File: src/rtl/sdd_pkg.sv
package sdd_pkg;
  localparam int DATA_W      = 14;
  localparam int WORD_W      = DATA_W + 2;
  localparam int CODE_W      = 4;
  localparam int MAX_CODE    = (1 << CODE_W) - 1;
  localparam int BASE_TICKS  = 10;
  localparam int FS_PER_BASE = 8;
  localparam int SHIFT_REF   = DATA_W - $clog2(FS_PER_BASE);
  localparam int ACC_W       = $clog2(BASE_TICKS << MAX_CODE) + 2;
  localparam int SEL_W       = 2;
  localparam int PRE_W       = 2;
  localparam int POS_MAX     = (1 << DATA_W) - 1;
  localparam int NEG_MIN     = -(1 << DATA_W);

  typedef logic signed [ACC_W-1:0] acc_t;
  typedef logic [WORD_W-1:0]       word_t;
  typedef logic [CODE_W-1:0]       code_t;

  // Master clocks per oversampling tick.
  function automatic int div_factor(input logic [SEL_W-1:0] sel);
    case (sel)
      2'd0:    return 1;
      2'd1:    return 2;
      default: return 4;
    endcase
  endfunction

  // Window length in ticks for a code.
  function automatic acc_t ticks_for_code(input code_t code);
    return acc_t'(BASE_TICKS << code);
  endfunction

  // Scale a raw count so that 0.8*N maps to 2**DATA_W.
  function automatic logic signed [31:0] normalise(input acc_t cnt, input code_t code);
    logic signed [31:0] wide;
    wide = {{(32-ACC_W){cnt[ACC_W-1]}}, cnt};
    if (int'(code) <= SHIFT_REF)
      return wide <<< (SHIFT_REF - int'(code));
    else
      return wide >>> (int'(code) - SHIFT_REF);
  endfunction

  // Pack into {sign, overrange, data}, saturating when out of range.
  function automatic word_t pack_word(input logic signed [31:0] v);
    if (v > POS_MAX)
      return {1'b0, 1'b1, {DATA_W{1'b1}}};
    else if (v < NEG_MIN)
      return {1'b1, 1'b1, {DATA_W{1'b0}}};
    else
      return {v[31], 1'b0, v[DATA_W-1:0]};
  endfunction
endpackage

File: src/rtl/sdd_prescaler.sv
module sdd_prescaler
  import sdd_pkg::*;
(
  input  logic             clk,
  input  logic             rst_n,
  input  logic             clear,
  input  logic             run,
  input  logic [SEL_W-1:0] div_sel_q,
  output logic             tick
);
  logic [PRE_W-1:0] pcnt;
  logic [PRE_W-1:0] limit;

  assign limit = PRE_W'(div_factor(div_sel_q) - 1);
  assign tick  = run && (pcnt == limit);

  always_ff @(posedge clk or negedge rst_n) begin
    if (!rst_n)     pcnt <= '0;
    else if (clear) pcnt <= '0;
    else if (run)   pcnt <= tick ? '0 : pcnt + 1'b1;
  end
endmodule

File: src/rtl/sdd_window.sv
module sdd_window
  import sdd_pkg::*;
(
  input  logic             clk,
  input  logic             rst_n,
  input  logic             start,
  input  logic             abort,
  input  logic [SEL_W-1:0] div_sel,
  input  code_t            len_code,
  input  logic             bit_in,
  input  logic             tick,
  output logic             busy,
  output logic             go,
  output logic             last,
  output acc_t             acc,
  output acc_t             acc_end,
  output code_t            code_q,
  output logic [SEL_W-1:0] div_sel_q
);
  acc_t left;
  acc_t step;

  assign go      = start && !busy && !abort;
  assign step    = bit_in ? acc_t'(1) : acc_t'(-1);
  assign acc_end = acc + step;
  assign last    = busy && tick && !abort && (left == acc_t'(1));

  always_ff @(posedge clk or negedge rst_n) begin
    if (!rst_n) begin
      busy      <= 1'b0;
      acc       <= '0;
      left      <= '0;
      code_q    <= '0;
      div_sel_q <= '0;
    end else if (abort) begin
      busy <= 1'b0;
      acc  <= '0;
      left <= '0;
    end else if (go) begin
      busy      <= 1'b1;
      acc       <= '0;
      left      <= ticks_for_code(len_code);
      code_q    <= len_code;
      div_sel_q <= div_sel;
    end else if (busy && tick) begin
      acc  <= acc_end;
      left <= left - acc_t'(1);
      if (left == acc_t'(1)) busy <= 1'b0;
    end
  end
endmodule

File: src/rtl/sdd_result.sv
module sdd_result
  import sdd_pkg::*;
(
  input  logic  clk,
  input  logic  rst_n,
  input  logic  load,
  input  acc_t  acc_end,
  input  code_t code_q,
  output word_t result,
  output logic  done
);
  word_t packed_w;

  assign packed_w = pack_word(normalise(acc_end, code_q));

  always_ff @(posedge clk or negedge rst_n) begin
    if (!rst_n) begin
      result <= '0;
      done   <= 1'b0;
    end else begin
      done <= load;
      if (load) result <= packed_w;
    end
  end
endmodule

File: src/rtl/sd_count_decim.sv
module sd_count_decim
  import sdd_pkg::*;
(
  input  logic        clk,
  input  logic        rst_n,
  input  logic        start,
  input  logic        abort,
  input  logic [1:0]  div_sel,
  input  logic [3:0]  len_code,
  input  logic        bit_in,
  output logic        busy,
  output logic        done,
  output logic [15:0] result
);
  // Internal events brought out for the checker.
  logic             tick_w;
  logic             go_w;
  logic             last_w;
  acc_t             acc_w;
  acc_t             acc_end_w;
  code_t            code_q_w;
  logic [SEL_W-1:0] div_q_w;
  logic             busy_w;

  sdd_window win_i (
    .clk(clk), .rst_n(rst_n), .start(start), .abort(abort),
    .div_sel(div_sel), .len_code(len_code), .bit_in(bit_in),
    .tick(tick_w), .busy(busy_w), .go(go_w), .last(last_w),
    .acc(acc_w), .acc_end(acc_end_w), .code_q(code_q_w),
    .div_sel_q(div_q_w)
  );

  sdd_prescaler pre_i (
    .clk(clk), .rst_n(rst_n), .clear(go_w || abort), .run(busy_w),
    .div_sel_q(div_q_w), .tick(tick_w)
  );

  sdd_result res_i (
    .clk(clk), .rst_n(rst_n), .load(last_w), .acc_end(acc_end_w),
    .code_q(code_q_w), .result(result), .done(done)
  );

  assign busy = busy_w;
endmodule

File: config.mk
export PLATFORM = sky130hd
export DESIGN_NAME = sd_count_decim
export DESIGN_NICKNAME = d
export VERILOG_FILES = /design/src/rtl/sdd_pkg.sv /design/src/rtl/sdd_prescaler.sv /design/src/rtl/sdd_window.sv /design/src/rtl/sdd_result.sv /design/src/rtl/sd_count_decim.sv
export SDC_FILE = /design/constraint.sdc
export NUM_CORES = 1
export LEC_CHECK = 0
export CORE_ASPECT_RATIO = 1.5
export CORE_MARGIN = 3
export CORE_UTILIZATION = 40
export CTS_CLUSTER_SIZE = 25
export DETAILED_ROUTE_END_ITERATION = 7
export PLACE_DENSITY = 0.6
export SYNTH_ARGS = -nofsm -noshare
export SYNTH_HDL_FRONTEND = slang
export SYNTH_SLANG_ARGS = --single-unit
File: constraint.sdc
create_clock -name clk -period 6.4 [get_ports clk]
set_input_delay 0.64 -clock clk [delete_from_list [all_inputs] [get_ports clk]]
set_output_delay 0.64 -clock clk [all_outputs]
set_load 0.005 [all_outputs]
# After elaboration in Yosys (flattened, before gate mapping)
# Index checks and enable logic that the tools add are counted.
# op_classes
div_mod_pow	0
n_mul	0
order_cmp	3
bitwise	1
n_addsub	6
reduce_logical	15
muxes	18
n_eq_ne	3
n_shift	3
# ops
op	n
$mux W21	7
$gt A32 B15 Y1 const B	1
$lt A32 B15 Y1 const B	1
$mux W16	2
$mux W32	1
$sshl A21 B32 Y32	1
$sshr A21 B32 Y32	1
$add A21 B21 Y21	1
$eq A21 B2 Y1 const B	1
$shl A4 B4 Y21 const A	1
$sub A21 B2 Y21 const B	1
$logic_and A1 B1 Y1	6
$mux W2	3
$reduce_bool A3 Y1	2
$sub A4 B4 Y5 const A	1
$sub A4 B4 Y5 const B	1
$le A4 B4 Y1 const B	1
$mux W1	4
$pmux W2 S2	1
$reduce_and A2 Y1	2
$add A2 B1 Y2 const B	1
$eq A2 B1 Y1 const B	1
$eq A2 B2 Y1	1
$logic_not A1 Y1	2
other kinds (5)	5
# word_totals
ff_bits	68
word_cells	57
rom_bits	0
ram_bits	0
output_inout_bits	18
inputBits	11
memories	0
latch_bits	0

# Logic depth before layout (Yosys ltp)
# logic_depth
ltp_word	9
mapped_depth	24
ltp_nobuf	22

# By module
# A second synthesis with hierarchy kept.
# hier_totals
cells_unflattened	894
area_unflattened_um2	7155.6
# modules_own_cells
mod	area_each_um2	seq_area_each_um2	cells_per_inst	n_inst
sdd_result	3548.4	425.4	457	1
sdd_window	3470.8	1226.2	421	1
sdd_prescaler	130.1	50.0	15	1
sd_count_decim	6.3	0.0	1	1

# Worst setup path after synthesis
# No wires, ideal clock.
# synth_timing
path_type	in2reg
from	input port bit_in
to	register res_i.result[7]
slack_ns	1.147
t_arrival_ns	5.172
path_buffers	2
cell_stages	23
t_required_ns	6.318
setup_time_ns	0.082
cell_sequence	inv_1 -> ha_1 -> clkbuf_1 -> a21o_1 -> o31ai_1 -> a2111oi_2 -> a211oi_1 -> buf_2 -> nor3_1 -> nor4_1 -> o221ai_1 -> nor4_1 -> and4_1 -> nand4_1 -> ha_1 -> inv_1 -> nand2_1 -> nor2_1 -> o21ai_0 -> a31oi_1 -> a211o_1 -> nor2_1 -> a31oi_1
# synth_between
elab_chain_len	7
word_cells_on_any_way	9
cone_classes	1 x add/sub; 2 x order compare; 2 x shift; 4 x mux
# synth_lines
item	line	rtl
from (decl)	sd_count_decim.sv:10	input logic bit_in,
$mux W21 (*)	sdd_window.sv:24	assign step = bit_in ? acc_t'(1) : acc_t'(-1);
$add A21 B21 Y21 (*)	sdd_window.sv:25	assign acc_end = acc + step;
$sshr A21 B32 Y32 or $sshl A21 B32 Y32 (tied branches)	sdd_pkg.sv:40, sdd_pkg.sv:38	
$mux W32 (*)	sdd_pkg.sv:37	if (int'(code) <= SHIFT_REF)
$lt A32 B15 Y1	sdd_pkg.sv:47	else if (v < NEG_MIN)
$mux W16	sdd_pkg.sv:47	
$mux W16 (*)	sdd_pkg.sv:45	if (v > POS_MAX)
to (signal assigned)	sdd_result.sv:22	if (load) result <= packed_w;
to (decl)	sdd_result.sv:9	output word_t result,
# Mark *: on every way between the ends. The rest lies on a longest branch, timed or not.
# A chain may end at the register's enable or synchronous reset.

# Worst setup path after layout
# Ends and elaborated chain as after synthesis.

==> impl_metrics.tcl <==
set metrics [dict create \
    outcome "finished clean" \
    first_global_vias 8891 \
    grt_setup_unrepaired "false" \
    finalInstanceArea_mm2 0.008996 \
    ctsResizeCount 0 \
    intPower_uw 1447 \
    initial_drt_markers 834 \
    setup_total_negative_slack_ns 0 \
    grt_start_max_net_pins 55 \
    max_slew_margin_pct 33.64 \
    worstPathRequired_ns 6.67 \
    synth_seq_area_share_pct 22.11 \
    initial_utilization_pct 41.16 \
    antenna_violations_before_repair 0 \
    die-area_mm2 0.02098 \
    clk_pin_slew_worst_paths_ns 0.06 \
    syn-num-nets 1082 \
    post_synth.cell_area_avg_um2 7.365 \
    number_of_max_slew_violations_in_the_final_report 0 \
    number_of_routed_nets_with_antenna_violations 0 \
    nFillCells 1949 \
    worst-slew-pin-transition_ns 0.9917 \
    clock_skew_ns 0.008418 \
    tritoncts "yes" \
    port_buffers 28 \
    p_leak_uw 0.003626 \
    cell_with_the_biggest_individual_delay_on_the_critical_path "a2111oi_2" \
    ctsHoldBuffers 0 \
    drcViolationCount 0 \
    synth.lib_cells_used.distinct 81 \
    timing.critical_path.to_type "flop" \
    slowest_delay_ns 0.61 \
    synthCells 1045 \
    min_period_over_period_pct 94.25 \
    path_delay_family "compound AO/OA/AOI/OAI gates" \
    share_of_cells_above_drive_strength_1_pct 13.59 \
    hold_violations 0 \
    firstDrtPassIters 5 \
    cp-start-kind "input port" \
    timing_worst_setup_path_type "input port to flop" \
    cts_num_sinks 68 \
    globalplace.congestion 0.9959 \
    routedWlPerCell_um 25.25 \
    power_per_cell_area_mw_per_mm2 322.5 \
    synthToLayoutAreaGrowth_pct 16.89 \
    largest_area_contributor_in_the_synthesized_netlist "dfrtp_1" \
    row_count 61 \
    synth_seq_cells 68 \
    count_of_buffers_added_by_post_cts_timing_repair_for_setup 0 \
    timing.hold.worst.class "input port to asynchronous set/reset pin" \
    r2r_setup_slack_ns 0.72 \
    yosysTopAreaCellShare_pct 22.11 \
    placeableCoreArea_mm2 0.01870 \
    cts-root-to-sink-buffers 2 \
    ys_dominant_reg_cell "dfrtp_1" \
    grt_pass1_wl_mm 53.01 \
    report.final.setup_viol 0 \
    share_seq_of_total_power_pct 19.1 \
    floorplan.die.height_um 175.9 \
    synth.cell_area_mm2 0.007696 \
    number_of_ports_placed_on_the_die_boundary 29 \
    worst_slack_ns 0.3678 \
    timing.critical_path.fanout_max 11 \
    number_of_enable_flip_flop_cells_after_synthesis 0 \
    async_flop_share_pct 100.0 \
    grt.overflow.total 0 \
    viasPerCell 6.740 \
    synthesis.yosys.warnings 0 \
    vias 9186 \
    worst_ep_arrival_time_ns 6.31 \
    fraction_of_power_spent_switching_nets_pct 50.13 \
    hpwl_mm 26.18 \
    postPlaceCellArea_mm2 0.008702 \
    final_period_minus_worst_setup_slack_ns 6.032 \
    grt_usage_pct 32.37 \
    maxCapViolations 0 \
    timing.critical_path.buf_inv 4 \
    htree_levels 3 \
    postRouteWirelength_mm 34.42 \
    cts_inserted_buffers 9 \
    comb_power_share_pct 63.1 \
    max_freq_ghz 0.1658 \
    dpl_worst_slack_ns 0.1490 \
    insertion_delay_ns 0.35 \
    crit_chain "clkdlybuf4s50_1, inv_1, ha_1, o211ai_1, a21oi_2, o31a_1, nor3_1, nor3_1, a2111oi_2, o21ai_1, nor4_1, buf_4, nor2_1, and4_1, nand4_1, ha_1, inv_1, nand2_1, nor2_1, o21ai_0, a31oi_1, a211o_1, o22ai_1, a31oi_1" \
    clock_root_buffer "clkbuf_16" \
    worst_ir_drop_vdd_uv 136.7 \
    power.switching_uw 1454 \
    diodes 0 \
    die_x_um 119.3 \
    finalNonFillerCells 1363 \
    power.clock.fraction_pct 17.8 \
    leading_post_synthesis_cells_by_cell_area "dfrtp_1 22%, nand2_1 6.3%, nor2_1 5.7%" \
    final_net_count 1143 \
    power_total_uw 2902 \
    dpl.cell_count 1347 \
]
## worst reg2reg max path, stage by stage, from the launching register on
cell and delay [ns]:
dfrtp_1 0.54, inv_1 0.17, fa_1 0.45, nand2b_1 0.21, a21oi_2 0.34, o31ai_1 0.13, buf_4 0.17, a21boi_1 0.22
buf_4 0.18, nor3_1 0.05, a2111oi_2 0.61, o21ai_1 0.15, nor4_1 0.39, buf_4 0.20, nor2_1 0.04, and4_1 0.20
nand4_1 0.10, ha_1 0.26, inv_1 0.08, nand2_1 0.08, nor2_1 0.33, o21ai_0 0.15, a31oi_1 0.18, a211o_1 0.15
o22ai_1 0.07, a31oi_1 0.16
## cell type report
| type | count | area [um^2] | area share, % |
|---|---|---|---|
| Multi-Input combinational cell | 886 | 5622 | 62.49 |
| Clock inverter | 6 | 65.06 | 0.7232 |
| Clock buffer | 10 | 229.0 | 2.545 |
| Inverter | 20 | 75.07 | 0.8345 |
| Sequential cell | 68 | 1702 | 18.92 |
| Tap cell | 252 | 315.3 | 3.505 |
| Timing Repair Buffer | 121 | 988.4 | 10.99 |
## metal layers
metal	GRT usage, %	wire, um
met5	0	0
met4	22.47	2666
met3	5.026	2108
met2	53.41	16430
met1	38.31	13210
## layout by cell type (no fill, tap or decap), types with 21 or more instances in the layout
master,netlist,final
nand2_1,130,130
nor2_1,117,116
buf_4,0,93
a21oi_1,79,79
dfrtp_1,68,68
o21ai_0,59,59
nor3_1,44,44
clkdlybuf4s50_1,0,27
o22ai_1,25,25
ha_1,25,25
nand3_1,22,22
a211oi_1,23,22
o211ai_1,22,22
a31oi_1,21,21
## power groups by stage
stage	Combinational [uW]	Sequential (uW)	Clock, uW
2_1_floorplan	1100	537	0
5_1_grt	1950	561	542
4_1_cts	1780	552	524
6_report	1830	554	516
3_3_place_gp	1790	559	0
3_5_place_dp	1770	559	0
## path summary, 6_finish.rpt
path,from,endpoint,cells past startpoint
hold reg to reg,win_i.acc[8],win_i.acc[8],2
setup / recovery,bit_in,res_i.result[7],24
hold / removal,rst_n,win_i.acc[8],1
max in group asynchronous,rst_n,res_i.result[14],2
min in group clk,win_i.acc[8],win_i.acc[8],2
setup reg to reg,win_i.acc[0],res_i.result[7],25
## sequential cells by signal, indices dropped and copies added, names as in the netlist
name	count
pre_i.pcnt	2
res_i.done	1
res_i.result	16
win_i.acc	21
win_i.busy	1
win_i.code_q	4
win_i.div_sel_q	2
win_i.left	21
## kinds of logic (layout without fill, tap and decap cells)
| group | count (synthesis) | count (layout) | synth area share, % |
|---|---|---|---|
| flops | 68 | 68 | 22.11 |
| buf+inv | 91 | 157 | 4.942 |
| compound gates | 409 | 409 | 37.28 |
| mux | 22 | 22 | 4.243 |
| xor+xnor | 22 | 22 | 2.504 |
| fa+ha+maj | 26 | 26 | 4.325 |
| simple gates | 407 | 407 | 24.60 |
## stage by stage
step / util, % / hold WS [ns]
floorplan: - / 0.3444
global placement: 46.54 / 0.4703
detailed placement: 46.54 / 0.4749
CTS: 48.11 / 0.1566
global route: 48.11 / 0.1562
finish: 48.11 / 0.1479
## cells in the mapped netlist, drive strengths merged (8+ instances only)
cell type,n
inv,19
a211oi,23
a21o,18
or2,8
a22o,13
nor4,17
o32ai,9
o21ai,68
nand2b,11
clkbuf,51
a32oi,9
a31oi,21
a21oi,84
nor3,44
nand4,16
nor2,118
o31ai,10
mux2i,9
a21boi,11
a22oi,11
a221oi,14
mux4,8
o211ai,23
xnor2,13
a2111oi,9
nand3,22
buf,20
o221ai,11
dfrtp,68
o22ai,25
nand2,131
xor2,9
ha,25
Note: power is estimated with default switching activity, not from simulation.
